<file path="src/rtl/rtc_irq_pkg.sv">
// Package: shared widths, status bit positions and flag type for the
// RTC alarm/interrupt block. Assumes an 8-bit status byte.
package rtc_irq_pkg;
    localparam int STAT_W   = 8;
    localparam int BIT_IRQ  = 7;
    localparam int BIT_PER  = 6;
    localparam int BIT_ALM  = 5;
    localparam int BIT_UPD  = 4;

    typedef struct packed {
        logic per;
        logic alm;
        logic upd;
    } irq_flags_t;
endpackage

</file>
<file path="src/rtl/rtc_field_match.sv">
// Compares one time field against its alarm byte. An alarm byte whose two
// top bits are both set is a wildcard. Assumes FIELD_W >= 2.
module rtc_field_match #(
    parameter int FIELD_W = 8
) (
    input  logic [FIELD_W-1:0] time_i,
    input  logic [FIELD_W-1:0] alarm_i,
    output logic               hit_o
);
    localparam int TOP = FIELD_W - 1;

    // Wildcard or exact equality.
    always_comb begin
        hit_o = (alarm_i[TOP -: 2] == 2'b11) || (alarm_i == time_i);
    end
endmodule

</file>
<file path="src/rtl/rtc_alarm_cmp.sv">
// Combines NUM_FIELDS per-field matchers into one alarm-match signal.
// Assumes fields are packed with field 0 in the lowest bits.
module rtc_alarm_cmp #(
    parameter int FIELD_W    = 8,
    parameter int NUM_FIELDS = 3
) (
    input  logic [NUM_FIELDS*FIELD_W-1:0] time_i,
    input  logic [NUM_FIELDS*FIELD_W-1:0] alarm_i,
    output logic                          match_o
);
    logic [NUM_FIELDS-1:0] hit;

    for (genvar g = 0; g < NUM_FIELDS; g++) begin : g_field
        rtc_field_match #(.FIELD_W(FIELD_W)) u_fm (
            .time_i  (time_i[g*FIELD_W +: FIELD_W]),
            .alarm_i (alarm_i[g*FIELD_W +: FIELD_W]),
            .hit_o   (hit[g])
        );
    end

    // All fields must match.
    always_comb match_o = &hit;
endmodule

</file>
<file path="src/rtl/rtc_irq_status.sv">
// Sticky interrupt flags with clear-on-read and a gated summary bit.
// Assumes strobes are single-cycle; events coinciding with a read win.
module rtc_irq_status
    import rtc_irq_pkg::*;
(
    input  logic              clk,
    input  logic              rst_n,
    input  logic              upd_done_i,
    input  logic              alarm_match_i,
    input  logic              per_tick_i,
    input  logic              rd_i,
    input  logic [2:0]        en_i,      // {per, alm, upd}
    output logic [STAT_W-1:0] stat_o
);
    irq_flags_t flags_q, set_evt;

    // Events raised this cycle.
    always_comb begin
        set_evt.per = per_tick_i;
        set_evt.alm = upd_done_i && alarm_match_i;
        set_evt.upd = upd_done_i;
    end

    // Flag register: read clears, new events always stick.
    always_ff @(posedge clk) begin
        if (!rst_n)     flags_q <= '0;
        else if (rd_i)  flags_q <= set_evt;
        else            flags_q <= flags_q | set_evt;
    end

    // Status byte assembly with gated summary bit.
    always_comb begin
        stat_o          = '0;
        stat_o[BIT_PER] = flags_q.per;
        stat_o[BIT_ALM] = flags_q.alm;
        stat_o[BIT_UPD] = flags_q.upd;
        stat_o[BIT_IRQ] = |(flags_q & en_i);
    end

    a_r2_alarm_sets: assert property (@(posedge clk) disable iff (!rst_n)
        (upd_done_i && alarm_match_i) |=> stat_o[BIT_ALM]);
    a_r4_update_sets: assert property (@(posedge clk) disable iff (!rst_n)
        upd_done_i |=> stat_o[BIT_UPD]);
    a_r5_periodic_sets: assert property (@(posedge clk) disable iff (!rst_n)
        per_tick_i |=> stat_o[BIT_PER]);
    a_r7_read_clears: assert property (@(posedge clk) disable iff (!rst_n)
        (rd_i && !upd_done_i && !per_tick_i) |=> (stat_o[6:4] == 3'b000));
    a_r3_flags_hold: assert property (@(posedge clk) disable iff (!rst_n)
        (!rd_i && !upd_done_i && !per_tick_i) |=> $stable(stat_o[6:4]));
endmodule

</file>
<file path="src/rtl/rtc_alarm_irq.sv">
// Top: alarm comparison over seconds/minutes/hours plus interrupt status.
// Assumes time fields are already advanced when upd_done_i pulses.
module rtc_alarm_irq
    import rtc_irq_pkg::*;
#(
    parameter int FIELD_W = 8
) (
    input  logic               clk,
    input  logic               rst_n,
    input  logic [FIELD_W-1:0] sec_i,
    input  logic [FIELD_W-1:0] min_i,
    input  logic [FIELD_W-1:0] hr_i,
    input  logic [FIELD_W-1:0] alm_sec_i,
    input  logic [FIELD_W-1:0] alm_min_i,
    input  logic [FIELD_W-1:0] alm_hr_i,
    input  logic               upd_done_i,
    input  logic               per_tick_i,
    input  logic [6:4]         ctl_en_i,
    input  logic               stat_rd_i,
    output logic [STAT_W-1:0]  stat_o,
    output logic               irq_o
);
    localparam int NF = 3;

    logic [NF*FIELD_W-1:0] time_bus, alarm_bus;
    logic                  match;

    // Pack fields for the comparator.
    always_comb begin
        time_bus  = {hr_i, min_i, sec_i};
        alarm_bus = {alm_hr_i, alm_min_i, alm_sec_i};
    end

    rtc_alarm_cmp #(.FIELD_W(FIELD_W), .NUM_FIELDS(NF)) u_cmp (
        .time_i  (time_bus),
        .alarm_i (alarm_bus),
        .match_o (match)
    );

    rtc_irq_status u_stat (
        .clk           (clk),
        .rst_n         (rst_n),
        .upd_done_i    (upd_done_i),
        .alarm_match_i (match),
        .per_tick_i    (per_tick_i),
        .rd_i          (stat_rd_i),
        .en_i          (ctl_en_i),
        .stat_o        (stat_o)
    );

    // Interrupt line mirrors the summary bit.
    always_comb irq_o = stat_o[BIT_IRQ];

    a_r10_irq_idle: assert property (@(posedge clk) disable iff (!rst_n)
        (stat_o[6:4] == 3'b000) |-> !irq_o);
endmodule

</file>
<file path="config.mk">
export PLATFORM = sky130hd
export DESIGN_NAME = rtc_alarm_irq
export DESIGN_NICKNAME = d
export VERILOG_FILES = /design/src/rtl/rtc_irq_pkg.sv /design/src/rtl/rtc_field_match.sv /design/src/rtl/rtc_alarm_cmp.sv /design/src/rtl/rtc_irq_status.sv /design/src/rtl/rtc_alarm_irq.sv
export SDC_FILE = /design/constraint.sdc
export NUM_CORES = 1
export LEC_CHECK = 0
export BUFFER_PORTS_ARGS = -buffer_cell sky130_fd_sc_hd__buf_2
export CORE_UTILIZATION = 29
export DETAILED_ROUTE_END_ITERATION = 10
export MAX_ROUTING_LAYER = met4
export PLACE_DENSITY = 0.79
export SYNTH_ARGS = -nofsm -noshare
export SYNTH_HDL_FRONTEND = slang
export SYNTH_HIERARCHICAL = 1
export SYNTH_SLANG_ARGS = --single-unit
</file>
<file path="constraint.sdc">
create_clock -name clk -period 1.3 [get_ports clk]
set_input_delay 0.26 -clock clk [delete_from_list [all_inputs] [get_ports clk]]
set_output_delay 0.26 -clock clk [all_outputs]
set_load 0.05 [all_outputs]
</file>
# After elaboration in Yosys (flattened, before gate mapping)
# Index checks and enable logic that the tools add are counted.
[classes]
n_reduce_logical = 6
eq_ne = 6
bitwise_logic = 2
n_mux = 1
[ops]
columns = ["operator", "count"]
rows = [
  ["$eq 8x8->1", 3],
  ["$eq 2x2->1 const B", 3],
  ["$and 3x3->3", 1],
  ["$logic_or 1x1->1", 3],
  ["$mux 3", 1],
  ["$or 3x3->3", 1],
  ["$reduce_and 3->1", 1],
  ["$reduce_or 3->1", 1],
  ["$logic_and 1x1->1", 1],
]
[totals]
reg_bits = 3
wordCells = 18

# Longest topological paths before layout
[logic_depth]
ltp_word = 6
ltp_mapped = 6

# Hierarchy
# The synthesis kept the hierarchy.
[modules_own_cells]
columns = ["module", "cells_per_inst", "instances", "area_each_um2", "seq_area_each_um2"]
rows = [
  ["rtc_field_match", 12, 3, 91.3, 0.0],
  ["rtc_irq_status", 17, 1, 152.6, 60.1],
  ["rtc_alarm_irq", 1, 1, 7.5, 0.0],
  ["rtc_alarm_cmp", 1, 1, 6.3, 0.0],
]

# Worst setup path after synthesis
# No wires, ideal clock.
[synth_timing]
kind = "register to output"
start = "register u_stat.flags_q (netlist bit u_stat/stat_o[4])"
end = "output port irq_o"
required_ns = 1.040
arrival_time_ns = 1.450
path_stages_with_launch = 4
setup_slack_ns = -0.410
path_cell_list = "dfxtp_1 a222oi_1 inv_1 buf_4"
[synth_via]
elab_chain_cells = 2
[synth_lines]
columns = ["item", "line_no", "rtl"]
rows = [
  ["start, declared", "rtc_irq_status.sv:15", "irq_flags_t flags_q, set_evt;"],
  ["start signal, assigned", "rtc_irq_status.sv:27", "else if (rd_i) flags_q <= set_evt;"],
  ["start signal, assigned", "rtc_irq_status.sv:28", "else flags_q <= flags_q | set_evt;"],
  ["$and 3x3->3", "rtc_irq_status.sv:37", "stat_o[BIT_IRQ] = |(flags_q & en_i);"],
  ["$reduce_or 3->1", "rtc_irq_status.sv:37", ""],
  ["end, declared", "rtc_alarm_irq.sv:21", "output logic irq_o"],
]
# No other way between the ends.

# Worst setup path in the final report
[layout_timing]
start = "register u_stat.flags_q (netlist bit u_stat/stat_o[4])"
end = "output port stat_o[7]"
[layout_via]
elab_chain_cells = 2
[layout_lines]
columns = ["item", "line_no", "rtl"]
rows = [
  ["$and 3x3->3", "rtc_irq_status.sv:37", ""],
  ["$reduce_or 3->1", "rtc_irq_status.sv:37", ""],
  ["end, declared", "rtc_alarm_irq.sv:20", "output logic [STAT_W-1:0] stat_o,"],
]
# No other way between the ends.

==> flow_summary.ini <==
[clocking]
cts_setup_buffers = 0
clk_path_buf_depth = 2
root_buffer = clkbuf_4
worstSkewPairLatency_ns = 0.23
clk_pin_slew_ns = 0.03
htreeDepth = 1
cts_tree = yes
cts.sinks = 3
cts_made_buffers = 3

[job]
max_cap_viol_count = 0

[yosys]
yosysMostFrequentCell = xnor2_1
syn_area_sq_um = 440
synth_seq_cells = 3
synth_area_leaders = xnor2_1 48%, dfxtp_1 14%, buf_4 8.5%
syn_avg_cell_area_sq_um = 8.01
synth_top_area_share_pct = 47.7
ys_seq_area_share_pct = 13.6
postSynthCellCount = 55
synth_warnings = 6
yosysTopAreaCell = xnor2_1
synth_ff_type = dfxtp_1
ys_async_sr_fraction_pct = 0
synth_edf_count = 0
synth_common_cells = 24 x xnor2_1, 6 x nand4_1, 5 x buf_4
synthDistinctLibCells = 14

[critical_path]
r2r_cells = 2
startpoint_type = flop
crit_path_max_incr_delay_ns = 0.36
r2r_end = u_stat/stat_o[4]$_SDFF_PN0_
r2r_slack_ns = 0.56
r2r_start = u_stat/stat_o[4]$_SDFF_PN0_
required_ns = 1.04
cp-end-kind = output pin
path_class = reg -> out
worstSetupEndpoint = stat_o[7]
slowest_stage = a222oi_1
path_cells = a222oi_1 > inv_2 > buf_6
cp-startpoint = u_stat/stat_o[4]$_SDFF_PN0_
crit_path_max_fanout = 3
worst-endpoint-arrival_ns = 1.17

[sta]
min_period_over_period_pct = 110
setup_ws_ns = -0.125
hold_violations = 0
whs_ns = 0.254
max_freq_ghz = 0.702
min_period_ns = 1.43
setup_viol = 2
drv_slew = 0
grt_setup_unrepaired = yes
fin_skew_ns = 0

[placed_design]
routabilityCongestion = 0.617
place_area_sq_um = 739
portBuffers = 60
dp_hpwl_um = 973
place_inst = 128

[global_route]
antenna_found_initial = 0
grt_overflow = 0
grtUsageTotal_pct = 12.1
grt_pass1_vias = 431
grt_max_degree = 4
grt_first_pass_wirelength_um = 1300

[drt]
drt_iter0_markers = 7
antenna_left = 0
drc = 0
routed_wl_um = 1030
vias = 593
viasPerCell = 4.49
wire_per_inst_um = 7.81
firstDrtPassIters = 5

[finish]
utilization_pct = 57.6
layout.nets = 174
area_growth_pct = 76.7
largest_reg_flops = 3
layout-drive-gt1-share_pct = 57.3
stdcell_count = 132
antenna_cells = 0
fin_area_sq_um = 778

[die]
die_h_um = 41.0
core_sq_mm = 0.00135
die_x_um = 41.0
dieArea_sq_mm = 0.00168
rows = 13
start_util_pct = 32.6
ios = 65

[status]
status = finished with violations
violations = negative setup slack

[hold_path]
whs_path_depth = 2
hold_path.class = in -> reg

[power_and_ir_drop]
p_total_mw = 0.516
cellPowerDensity_mw_per_mm2 = 663
p_leak_nw = 0.386
ir_drop_mv = 0.274
[kinds of logic after synthesis]
logic type                synth area share, %
DFF                                      13.6
xor gates and xnor gates                 47.7
AOI/OAI and AO/OA                        10.8
other                                   0.851
buffers and inverters                    9.38
and+or+nand+nor                          17.6
[worst min path at each step]
stage	from	end	slack, ns
after floorplan	rst_n	u_stat/stat_o[4]$_SDFF_PN0_	0.38
after global placement	u_stat/stat_o[5]$_SDFF_PN0_	u_stat/stat_o[5]$_SDFF_PN0_	0.48
after detailed placement	u_stat/stat_o[5]$_SDFF_PN0_	u_stat/stat_o[5]$_SDFF_PN0_	0.49
after CTS	per_tick_i	u_stat/stat_o[6]$_SDFF_PN0_	0.25
after global routing	per_tick_i	u_stat/stat_o[6]$_SDFF_PN0_	0.27
final	per_tick_i	u_stat/stat_o[6]$_SDFF_PN0_	0.25
[final cells by class]
type | count | area (sq um)
multi-input cells | 49 | 350
well taps | 15 | 18.8
clock buffers | 4 | 26.3
inverters | 1 | 3.75
fillers | 132 | 572
repair buffers | 60 | 313
flip-flops and latches | 3 | 66.3
[cell usage in the layout (no fill, tap or decap), types with 2 or more instances in the layout]
master     n
nor2b_1    2
nand2_1    4
buf_2     58
conb_1     4
o21ai_1    3
buf_6      2
dfxtp_2    2
clkbuf_4   3
nand4_1    6
xnor2_1   24
o21a_1     2
[worst max-delay path: cells and delay by family (launching register included)]
family,cells,cell delay [ns]
buffers and inverters,2,0.24
DFF,1,0.33
AOI/OAI and AO/OA,1,0.36
[power by group]
part	total (mW)	internal, mW	switching, mW
registers	0.0995	0.0968	0.00276
logic	0.259	0.132	0.127
clock network	0.157	0.115	0.0424
total	0.516	0.343	0.173
[per-stage QoR]
step,setup TNS (ns),setup slack [ns]
6_report,-0.251,-0.125
5_1_grt,-0.444,-0.222
4_1_cts,-0.258,-0.129
3_5_place_dp,0,0.0720
3_3_place_gp,0,0.0770
2_1_floorplan,-0.122,-0.122
[what timing repair did]
item,CTS,global route
hold endpoints to repair,0,0
hold buffers,0,0
resized for setup,4,0
gates cloned,0,0
pin swaps,1,0
endpoints found under the setup margin,2,2
[metal layers]
metal | GRT usage, % | routed length (um) | share of wire, % | vias to the layer above
li1 | - | - | - | 302
met4 | 7.50 | 8 | 0.78 | 0
met1 | 9.06 | 328 | 32 | 246
met5 | - | 0 | 0 | -
met3 | 3.26 | 171 | 17 | 2
met2 | 24.2 | 523 | 51 | 43
No activity file was read; power rests on OpenSTA's default activity.
